`config.mk`:
```
export PLATFORM = sky130hd
export DESIGN_NAME = div_result_fix
export DESIGN_NICKNAME = d
export VERILOG_FILES = /design/src/rtl/div_result_fix.sv
export SDC_FILE = /design/constraint.sdc
export NUM_CORES = 1
export LEC_CHECK = 0
export CAP_MARGIN = 30
export CORE_AREA = 10 10 92 126
export DETAILED_ROUTE_END_ITERATION = 16
export DIE_AREA = 0 0 102 136
export PLACE_DENSITY = 0.8
export SYNTH_ARGS = -nofsm -noshare
export SYNTH_HDL_FRONTEND = slang
export SYNTH_SLANG_ARGS = --single-unit
```
`constraint.sdc`:
```
create_clock -name clk -period 3.6 [get_ports clk]
set_input_delay 0.72 -clock clk [delete_from_list [all_inputs] [get_ports clk]]
set_output_delay 0.72 -clock clk [all_outputs]
set_load 0.005 [all_outputs]
```
`src/rtl/div_result_fix.sv`:
```
module div_result_fix #(
  parameter int W = 64
) (
  input  logic         clk,
  input  logic         rst_n,
  input  logic         in_valid,
  input  logic [W-1:0] quo_mag,
  input  logic         negate,
  input  logic         div_zero,
  input  logic         ovf_core,
  input  logic         ovf32,
  input  logic         mode_32,
  input  logic         mode_signed,
  output logic         out_valid,
  output logic [W-1:0] result,
  output logic         overflow
);
  localparam int H = W / 2;

  logic         do_neg;
  logic [W:0]   s_full;
  logic [H:0]   s_half;
  logic         ovf_w, ovf_h, ovf_n;
  logic [W-1:0] res_half, res_n;

  assign do_neg   = mode_signed & negate;
  assign s_full   = do_neg ? -{1'b0, quo_mag} : {1'b0, quo_mag};
  assign s_half   = do_neg ? -{1'b0, quo_mag[H-1:0]} : {1'b0, quo_mag[H-1:0]};
  assign ovf_w    = ovf_core | (mode_signed & (s_full[W] ^ s_full[W-1]));
  assign ovf_h    = ovf32 | (mode_signed & (s_half[H] ^ s_half[H-1]));
  assign ovf_n    = div_zero | (mode_32 ? ovf_h : ovf_w);
  assign res_half = mode_signed ? {{H{s_half[H-1]}}, s_half[H-1:0]}
                                : {{H{1'b0}}, s_half[H-1:0]};
  assign res_n    = ovf_n ? '0 : (mode_32 ? res_half : s_full[W-1:0]);

  always_ff @(posedge clk) begin
    if (!rst_n) begin
      out_valid <= 1'b0;
      result    <= '0;
      overflow  <= 1'b0;
    end else begin
      out_valid <= in_valid;
      if (in_valid) begin
        result   <= res_n;
        overflow <= ovf_n;
      end
    end
  end

  assert_valid_follows_R1: assert property (@(posedge clk) disable iff (!rst_n)
    in_valid |=> out_valid);
  assert_idle_holds_R1: assert property (@(posedge clk) disable iff (!rst_n)
    !in_valid |=> (!out_valid && $stable(result) && $stable(overflow)));
  assert_zero_on_ovf_R8: assert property (@(posedge clk) disable iff (!rst_n)
    overflow |-> (result == '0));
  assert_div_zero_ovf_R7: assert property (@(posedge clk) disable iff (!rst_n)
    (in_valid && div_zero) |=> overflow);
  assert_u32_ovf_R5: assert property (@(posedge clk) disable iff (!rst_n)
    (in_valid && mode_32 && !mode_signed) |=> (overflow == $past(ovf32 | div_zero)));
  assert_s32_ext_R9: assert property (@(posedge clk) disable iff (!rst_n)
    (in_valid && mode_32 && mode_signed) |=> (result[W-1:H] == {H{result[H-1]}}));
  assert_u32_ext_R9: assert property (@(posedge clk) disable iff (!rst_n)
    (in_valid && mode_32 && !mode_signed) |=> (result[W-1:H] == '0));
endmodule

```
# After elaboration in Yosys (flattened, before gate mapping)
# Cells that the tools add are included.
# classes
add_sub_neg	2
bitwise_logic	8
muxes	6
# ops
cell	n
2-to-1 mux 64 bit	3
2-to-1 mux 65 bit	1
negator 64 -> 65 bit	1
2-to-1 mux 33 bit	1
negator 32 -> 33 bit	1
bitwise AND 1 bit	3
OR 1 bit	3
XOR 1 bit	2
2-to-1 mux 1 bit	1
# totals
output_inout_bits	66
wordCells	19
in_bits	73
ff_bits	66

# Depth between registers and ports, before layout
# Gate-level depths: netlist of the first run.
# depth
ltp_word	8
mapped_depth	10
depth_no_buf	9

# Worst setup path before layout of the first run
# OpenSTA, ideal clock, no wires.
# synth_path
path_kind	input to register
startpoint	input port quo_mag[56]
endpoint	register result[47]
setup_ps	138
path_stages	8
t_required_ps	3462
arrival_time_ps	2670
setup_slack_ps	793
path_buffers	1
path_cell_list	or4_4 nand4bb_1 nor2_1 a311oi_2 o21a_2 o31ai_4 buf_6 o31ai_2
# synth_via
elab_chain_len	8
# synth_lines
item	line	text
start, declared	7	input logic [W-1:0] quo_mag,
negator 64 -> 65 bit	27	assign s_full = do_neg ? -{1'b0, quo_mag} : {1'b0, quo_mag};
2-to-1 mux 65 bit	27	
XOR 1 bit	29	assign ovf_w = ovf_core | (mode_signed & (s_full[W] ^ s_full[W-1]));
bitwise AND 1 bit	29	
OR 1 bit	29	
2-to-1 mux 1 bit	31	assign ovf_n = div_zero | (mode_32 ? ovf_h : ovf_w);
OR 1 bit	31	
2-to-1 mux 64 bit	34	assign res_n = ovf_n ? '0 : (mode_32 ? res_half : s_full[W-1:0]);
end signal, assigned	44	result <= res_n;
end, declared	15	output logic [W-1:0] result,
# No other way between the ends.
# A chain may end at the register's enable or synchronous reset.

# Worst setup path in the final report of the first run
# layout_path
startpoint	input port quo_mag[54]
endpoint	register result[46]
# The elaborated chain is that of the path after synthesis.

==> flow_summary.yaml, run 1 <==
cells_and_area:
  syn2layout_area_growth_pct: 45.2
  drive_gt1_share_pct: 14.0
  multi_input_area_um2: 2790
  nets: 735
  antenna_cells: 0
  final_cells: 776
  register_area_um2: 1320
  nFillCells: 789
synth:
  ys_warn_count: 0
  synth_compound_area_share_pct: 24.2
  yosys.area_share.simple_pct: 27.4
  yosysSeqAreaShare_pct: 31.1
  yosys.area.top_type: "dfxtp_1"
  synthMuxAreaShare_pct: 0.471
  synthAdderAreaFrac_pct: 0.294
  ys_ff_latch: 66
  avgSynthCellArea_um2: 8.22
  synth_top_family_by_area: "simple AND/OR/NAND/NOR gates"
  synth_xor_area_share_pct: 13.0
  synthArstFlopShare_pct: 0
  synth.top_cell.area_share_pct: 31.1
  syn_inst: 517
  syn_nets: 591
  synth_ff_type: "dfxtp_1"
  yosysUniqueCellTypes: 59
  synth_edf_count: 0
  netlist_area_um2: 4250
  synth.area.top_cells: "dfxtp_1 31%, o31ai_2 8.2%, xor2_1 8.0%"
placed_design:
  place.gp.congestion: 0.957
  place_hpwl_um: 11100
  numPortBuffers: 138
  dpl.cell_count: 760
global_routing:
  antenna_found_initial: 0
  grt_first_pass_wirelength_um: 22800
  grt_usage_pct: 20.5
  grt_pass1_vias: 4625
  grt_max_degree: 36
  grt_overflow: 0
pwr:
  p_per_area_nw_per_um2: 333
  p_int_mw: 1.52
  pwr-share-clk_pct: 43.1
  comb_power_share_pct: 19.9
  power.switching_mw: 0.533
  seqPwrFrac_pct: 37.0
  p_leak_nw: 2.23
  ir_drop_v: 0.000255
  swShare_pct: 25.9
critical_path:
  crit_start: "quo_mag[54]"
  critical_path_peak_fanout: 33
  worstSetupPathType: "in -> reg"
  crit_end: "result[46]$_SDFFE_PN0P_"
  path_cells: "clkdlybuf4s50_1, or4_4, nand4bb_1, nor2_1, a311oi_2, nor3_2, o31ai_4, buf_12, o31ai_2"
  crit_path_start_kind: "primary input"
  worstPathArrival_ps: 3490
  slowest_stage: "or4_4"
  end_kind: "flip-flop"
  cp_slowest_stage_delay_ps: 560
  rrSetupSlack_ps: 2980
  reg2reg_depth: 1
  critPathRequiredTime_ps: 3850
  reg2reg_from: "overflow$_SDFFE_PN0P_"
  r2r_end: "overflow$_SDFFE_PN0P_"
route:
  num_vias: 4444
  drt_iter0_drc: 251
  drtAntennaViolNets: 0
  via_per_inst: 5.73
  dr.pass1.iters: 5
  wl_um: 14200
  drc: 0
  routedWlPerCell_um: 18.3
sta:
  worstMarginPinSlew_ps: 727
  rsz0062_at_grt: "no"
  slew_violations: 0
  max_freq_mhz: 309
  final.setup.tns_ps: 0
  layout_min_cycle_time_ps: 3240
  finClkSkew_ps: 0
  setup_viol: 0
  hold_viol_final: 0
  fin_crit_sh_pct: 90.0
  holdWs_ps: 447
  relSlewSlack_pct: 51.5
clock_network:
  postCtsSetupBuffers: 0
  cts-root-buf: "clkbuf_16"
  worstSkewPairLatency_ps: 340
  holdBufCountCts: 0
  cts_tree: "built"
  cts_made_buffers: 9
  cts_buffer_depth: 2
  h-tree-depth: 3
  clk_pin_slew_ps: 50
  ctsResizeCount: 0
  cts.sinks: 66
run:
  maxCapViolCount: 0
outcome:
  status: "finished, final reports clean"
hold_path:
  hp-class: "reg -> reg"
die:
  fp-row-count: 42
  die_w_um: 102
  ios: 139
  start_util_pct: 45.4
  core_area_um2: 9350
  dieArea_um2: 13900
  die_y_um: 136
==> cell type report <==
type | instances | share of cell area, %
clock inverter | 2 | 0.567
sequential | 66 | 21.4
timing repair buffer | 162 | 26.1
clock buffer | 14 | 4.28
tap | 110 | 2.23
inverter | 4 | 0.243
multi-input combinational | 418 | 45.2
==> per-layer routing <==
| metal | vias to the layer above | track usage, % | wire [um] |
|---|---|---|---|
| met1 | 2071 | 21.0 | 5160 |
| met5 | - | 0 | 0 |
| met4 | 0 | 8.18 | 306 |
| met3 | 33 | 8.23 | 1570 |
| met2 | 202 | 36.1 | 7150 |
| li1 | 2138 | - | - |
==> per-stage QoR <==
step           instance area (um^2)  setup WS, ps  power [mW]  utilization (%)
2_1_floorplan                  4250           793       0.971                -
3_3_place_gp                   5870           185        1.18             62.8
3_5_place_dp                   5870          43.9        1.18             62.8
4_1_cts                        6170           367        2.07             66.0
5_1_grt                        6170           183        2.13             66.0
6_report                       6170           360        2.06             66.0
==> state kept, by name (all words and copies together), names as in the netlist <==
name,flops
out_valid,1
result,64
overflow,1
==> synthesized netlist by cell type, drive strengths merged (2+ instances only) <==
library cell  number
nand2             77
nor2              74
dfxtp             66
xor2              39
o21ai             37
o31ai             35
xnor2             24
clkbuf            23
nor3              21
a21oi             20
a31oi             20
nor4              14
buf                6
a41oi              5
nand3              5
nand4b             5
inv                4
nand4              4
and2               3
and3               2
mux2i              2
nand3b             2
nor3b              2
nor4b              2
o41ai              2
or2                2
or3                2
or4b               2
==> critical path, delay by kind of cell <==
kind            cells  cell delay, ps
compound gates      3             560
buf+inv             2             720
simple gates        4            1470
==> cells by family (layout without fill, tap and decap cells) <==
kind of cell,Yosys count,in the layout
adder cells (fa/ha/maj),1,1
XOR/XNOR,63,63
multiplexers,2,2
flip-flops,66,66
buffers and inverters,33,182
AND/OR/NAND/NOR,223,223
AO/OA/AOI/OAI,129,129
==> placed cells by master (no fill, tap or decap), types with 2 or more instances in the layout <==
cell type	n
a21oi_1	20
a31oi_1	19
a41oi_1	5
and2_1	3
buf_12	4
buf_4	20
clkbuf_1	3
clkbuf_16	9
clkbuf_8	2
clkdlybuf4s50_1	138
dfxtp_1	66
inv_1	4
mux2i_1	2
nand2_1	76
nand3_1	5
nand3b_1	2
nand4_1	3
nand4b_1	4
nor2_1	74
nor3_1	16
nor3_2	4
nor3b_1	2
nor4_1	9
nor4_4	4
o21ai_0	26
o21ai_1	11
o31ai_1	5
o31ai_2	28
o31ai_4	2
o41ai_1	2
or2_2	2
or3_1	2
xnor2_1	24
xor2_1	39
==> power groups by stage <==
stage               Clock [mW]  Sequential (mW)  Combinational (mW)
finish                   0.886            0.762               0.409
global route             0.924            0.764               0.443
CTS                      0.899            0.762               0.410
detailed placement           0            0.778               0.407
global placement             0            0.777               0.399
floorplan                    0            0.779               0.193
==> worst min-delay path by stage <==
stage	from	endpoint	slack [ps]	cells after the start
finish	result[20]$_SDFFE_PN0P_	result[20]$_SDFFE_PN0P_	450	2
global route	result[22]$_SDFFE_PN0P_	result[22]$_SDFFE_PN0P_	470	2
CTS	result[22]$_SDFFE_PN0P_	result[22]$_SDFFE_PN0P_	450	2
detailed placement	result[22]$_SDFFE_PN0P_	result[22]$_SDFFE_PN0P_	440	2
global placement	result[20]$_SDFFE_PN0P_	result[20]$_SDFFE_PN0P_	430	2
floorplan	result[13]$_SDFFE_PN0P_	result[13]$_SDFFE_PN0P_	440	2
(Power assumes the default switching activity.)
==> inputs of run 2 (changes only) <==
- ABC_CLOCK_PERIOD_IN_PS: unset -> 3600
==> results of run 2 <==
Final layout, timing and power as in run 1 (identical DEF).
==> inputs of run 3 (changes only) <==
- ABC_AREA: unset -> 1
- CORE_AREA: 10 10 92 126 -> 10 10 100 137
- DIE_AREA: 0 0 102 136 -> 0 0 110 147
- PLACE_DENSITY: 0.8 -> 0.75
==> run 3 against run 2 <==
Against the previous run: hold slack gained 15 ps; maximum frequency up 8.0%; first-iteration DRC count is 51% higher; largest cell class unchanged; synthesized cell count grew 65%.
==> flow_summary.yaml, run 3 <==
outcome:
  status: "finished, final reports clean"
sta:
  setup_viol: 0
  rsz0062_at_grt: "no"
  max_freq_mhz: 333
  holdWs_ps: 463
  fin_crit_sh_pct: 83.3
  relSlewSlack_pct: 52.7
  hold_viol_final: 0
  final.setup.tns_ps: 0
  layout_min_cycle_time_ps: 3000
  slew_violations: 0
  finClkSkew_ps: 0
  worstMarginPinSlew_ps: 708
global_routing:
  grt_overflow: 0
  grt_first_pass_wirelength_um: 31400
  grt_max_degree: 63
  grt_usage_pct: 24.5
  grt_pass1_vias: 6096
  antenna_found_initial: 0
synth:
  netlist_area_um2: 4930
  synth_edf_count: 0
  synth_compound_area_share_pct: 17.4
  yosys.area.top_type: "dfxtp_1"
  synth.area.top_cells: "dfxtp_1 27%, nand2_1 16%, a21oi_1 11%"
  synthArstFlopShare_pct: 0
  ys_ff_latch: 66
  yosysSeqAreaShare_pct: 26.8
  syn_inst: 851
  yosysUniqueCellTypes: 31
  synth_top_family_by_area: "simple AND/OR/NAND/NOR gates"
  synthAdderAreaFrac_pct: 0.254
  synth_xor_area_share_pct: 3.73
  synthMuxAreaShare_pct: 0
  ys_warn_count: 0
  avgSynthCellArea_um2: 5.79
  synth_ff_type: "dfxtp_1"
  syn_nets: 925
  synthTopCellsByCount: "214 x nand2_1, 119 x nor2_1, 108 x a21oi_1, 106 x nand3_1, 67 x inv_1"
  synth.top_cell.area_share_pct: 26.8
  yosysMostFrequentCell: "nand2_1"
  yosys.area_share.simple_pct: 42.0
clock_network:
  postCtsSetupBuffers: 0
  worstSkewPairLatency_ps: 340
  cts_made_buffers: 9
  cts_tree: "built"
  cts-root-buf: "clkbuf_16"
  h-tree-depth: 3
  ctsResizeCount: 0
  cts.sinks: 66
  holdBufCountCts: 0
  clk_pin_slew_ps: 60
  cts_buffer_depth: 2
cells_and_area:
  top_regs: "result x64, out_valid x1, overflow x1"
  top_register: "result"
  final_common_cell: "nand2_1"
  register_area_um2: 1320
  layout_common_cells: "213 x nand2_1, 138 x clkdlybuf4s50_1, 119 x nor2_1"
  syn2layout_area_growth_pct: 37.5
  final_cell_area_um2: 6780
  drive_gt1_share_pct: 5.70
  largest_reg_flops: 64
  nets: 1051
  nFillCells: 1123
  multi_input_area_um2: 3120
  antenna_cells: 0
die:
  die_w_um: 110
  dieArea_um2: 16200
  start_util_pct: 43.9
  ios: 139
  die_y_um: 147
  fp-row-count: 46
  core_area_um2: 11200
critical_path:
  rrSetupSlack_ps: 2770
  end_kind: "flip-flop"
  reg2reg_depth: 4
  worstPathArrival_ps: 3270
  critical_path_peak_fanout: 62
  crit_path_start_kind: "primary input"
  critPathRequiredTime_ps: 3870
  worstSetupPathType: "in -> reg"
  reg2reg_from: "result[31]$_SDFFE_PN0P_"
  r2r_end: "result[31]$_SDFFE_PN0P_"
route:
  dr.pass1.iters: 5
  wl_um: 19800
  drtAntennaViolNets: 0
  drt_iter0_drc: 380
  num_vias: 6156
  wl_met2_um: 9850
  top_layer: "met4"
  via_per_inst: 5.47
  met1_length_um: 7390
  drc: 0
  routedWlPerCell_um: 17.5
  wl_met3_um: 1380
placed_design:
  place.gp.congestion: 1.02
  numPortBuffers: 138
  place_hpwl_um: 15300
  place_area_um2: 6450
run:
  maxCapViolCount: 0
hold_path:
  holdPathEnd: "result[6]$_SDFFE_PN0P_"
  hp-class: "reg -> reg"
  hp-start: "result[6]$_SDFFE_PN0P_"
  hold_path_depth: 2
pwr:
  ir_drop_v: 0.000216
  p_per_area_nw_per_um2: 334
  power_mw: 2.27
  p_leak_nw: 2.62
==> run 3: changes by cell type after synthesis, sizes merged, moves of 13 or more <==
cell | before | now
a21oi | 20 | 109
inv | 4 | 72
o31ai | 35 | 0
nand2 | 77 | 216
nor2 | 74 | 128
nand4 | 4 | 18
xor2 | 39 | 16
nor4 | 14 | 1
nand3 | 5 | 107
xnor2 | 24 | 5
==> run 3: area by class of cell <==
cell class / count / area share (%)
Tap cell: 144 / 2.66
Clock inverter: 6 / 1.31
Inverter: 73 / 4.04
Multi-Input combinational cell: 670 / 46.1
Clock buffer: 10 / 3.53
Sequential cell: 66 / 19.5
Timing Repair Buffer: 157 / 22.9
==> run 3: worst max path at each step <==
stage               cells past startpoint  slack (ps)        from                      end
detailed placement                     14         290  quo_mag[1]  result[28]$_SDFFE_PN0P_
global placement                       14         310  quo_mag[1]  result[29]$_SDFFE_PN0P_
floorplan                              13        1070  quo_mag[0]  result[63]$_SDFFE_PN0P_
finish                                 14         600  quo_mag[1]  result[42]$_SDFFE_PN0P_
global route                           14         310  quo_mag[0]  result[18]$_SDFFE_PN0P_
CTS                                    14         610  quo_mag[0]  result[29]$_SDFFE_PN0P_
==> run 3: cell families after synthesis <==
kind of cell,after synthesis
AOI/OAI and AO/OA,162
xor gates and xnor gates,21
adders and majority gates,1
buffers and inverters,115
DFF,66
and+or+nand+nor,486
==> run 3: power breakdown <==
| part | switching (mW) | leakage [nW] | internal [mW] |
|---|---|---|---|
| sequential | 0.0121 | 0.535 | 0.754 |
| combinational | 0.303 | 1.93 | 0.215 |
| clock | 0.355 | 0.155 | 0.626 |
| total | 0.671 | 2.62 | 1.60 |
==> run 3: critical path, stage by stage <==
cell,delay (ps)
clkdlybuf4s50_1,430
inv_1,100
ha_1,220
nand3_2,130
nor2_2,230
nand2_1,130
o21ai_2,240
nand3_1,110
nand3_1,110
nand2_1,90
a21oi_4,160
buf_12,290
nand3_1,120
a21oi_1,160
==> run 3: metal layers <==
| layer | global-route usage, % | vias to the layer above |
|---|---|---|
| met1 | 26.3 | 2748 |
| met3 | 5.52 | 74 |
| met5 | 0 | - |
| met4 | 14.9 | 0 |
| met2 | 41.8 | 274 |
| li1 | - | 3060 |
==> run 3: per-stage QoR <==
step | std cells | util [%] | setup slack, ps
final | 1126 | 60.4 | 601
after global routing | 1126 | 60.4 | 307
after detailed placement | 1110 | 57.5 | 290
after floorplan | 851 | - | 1070
after global placement | 1110 | 57.5 | 308
after CTS | 1126 | 60.4 | 609
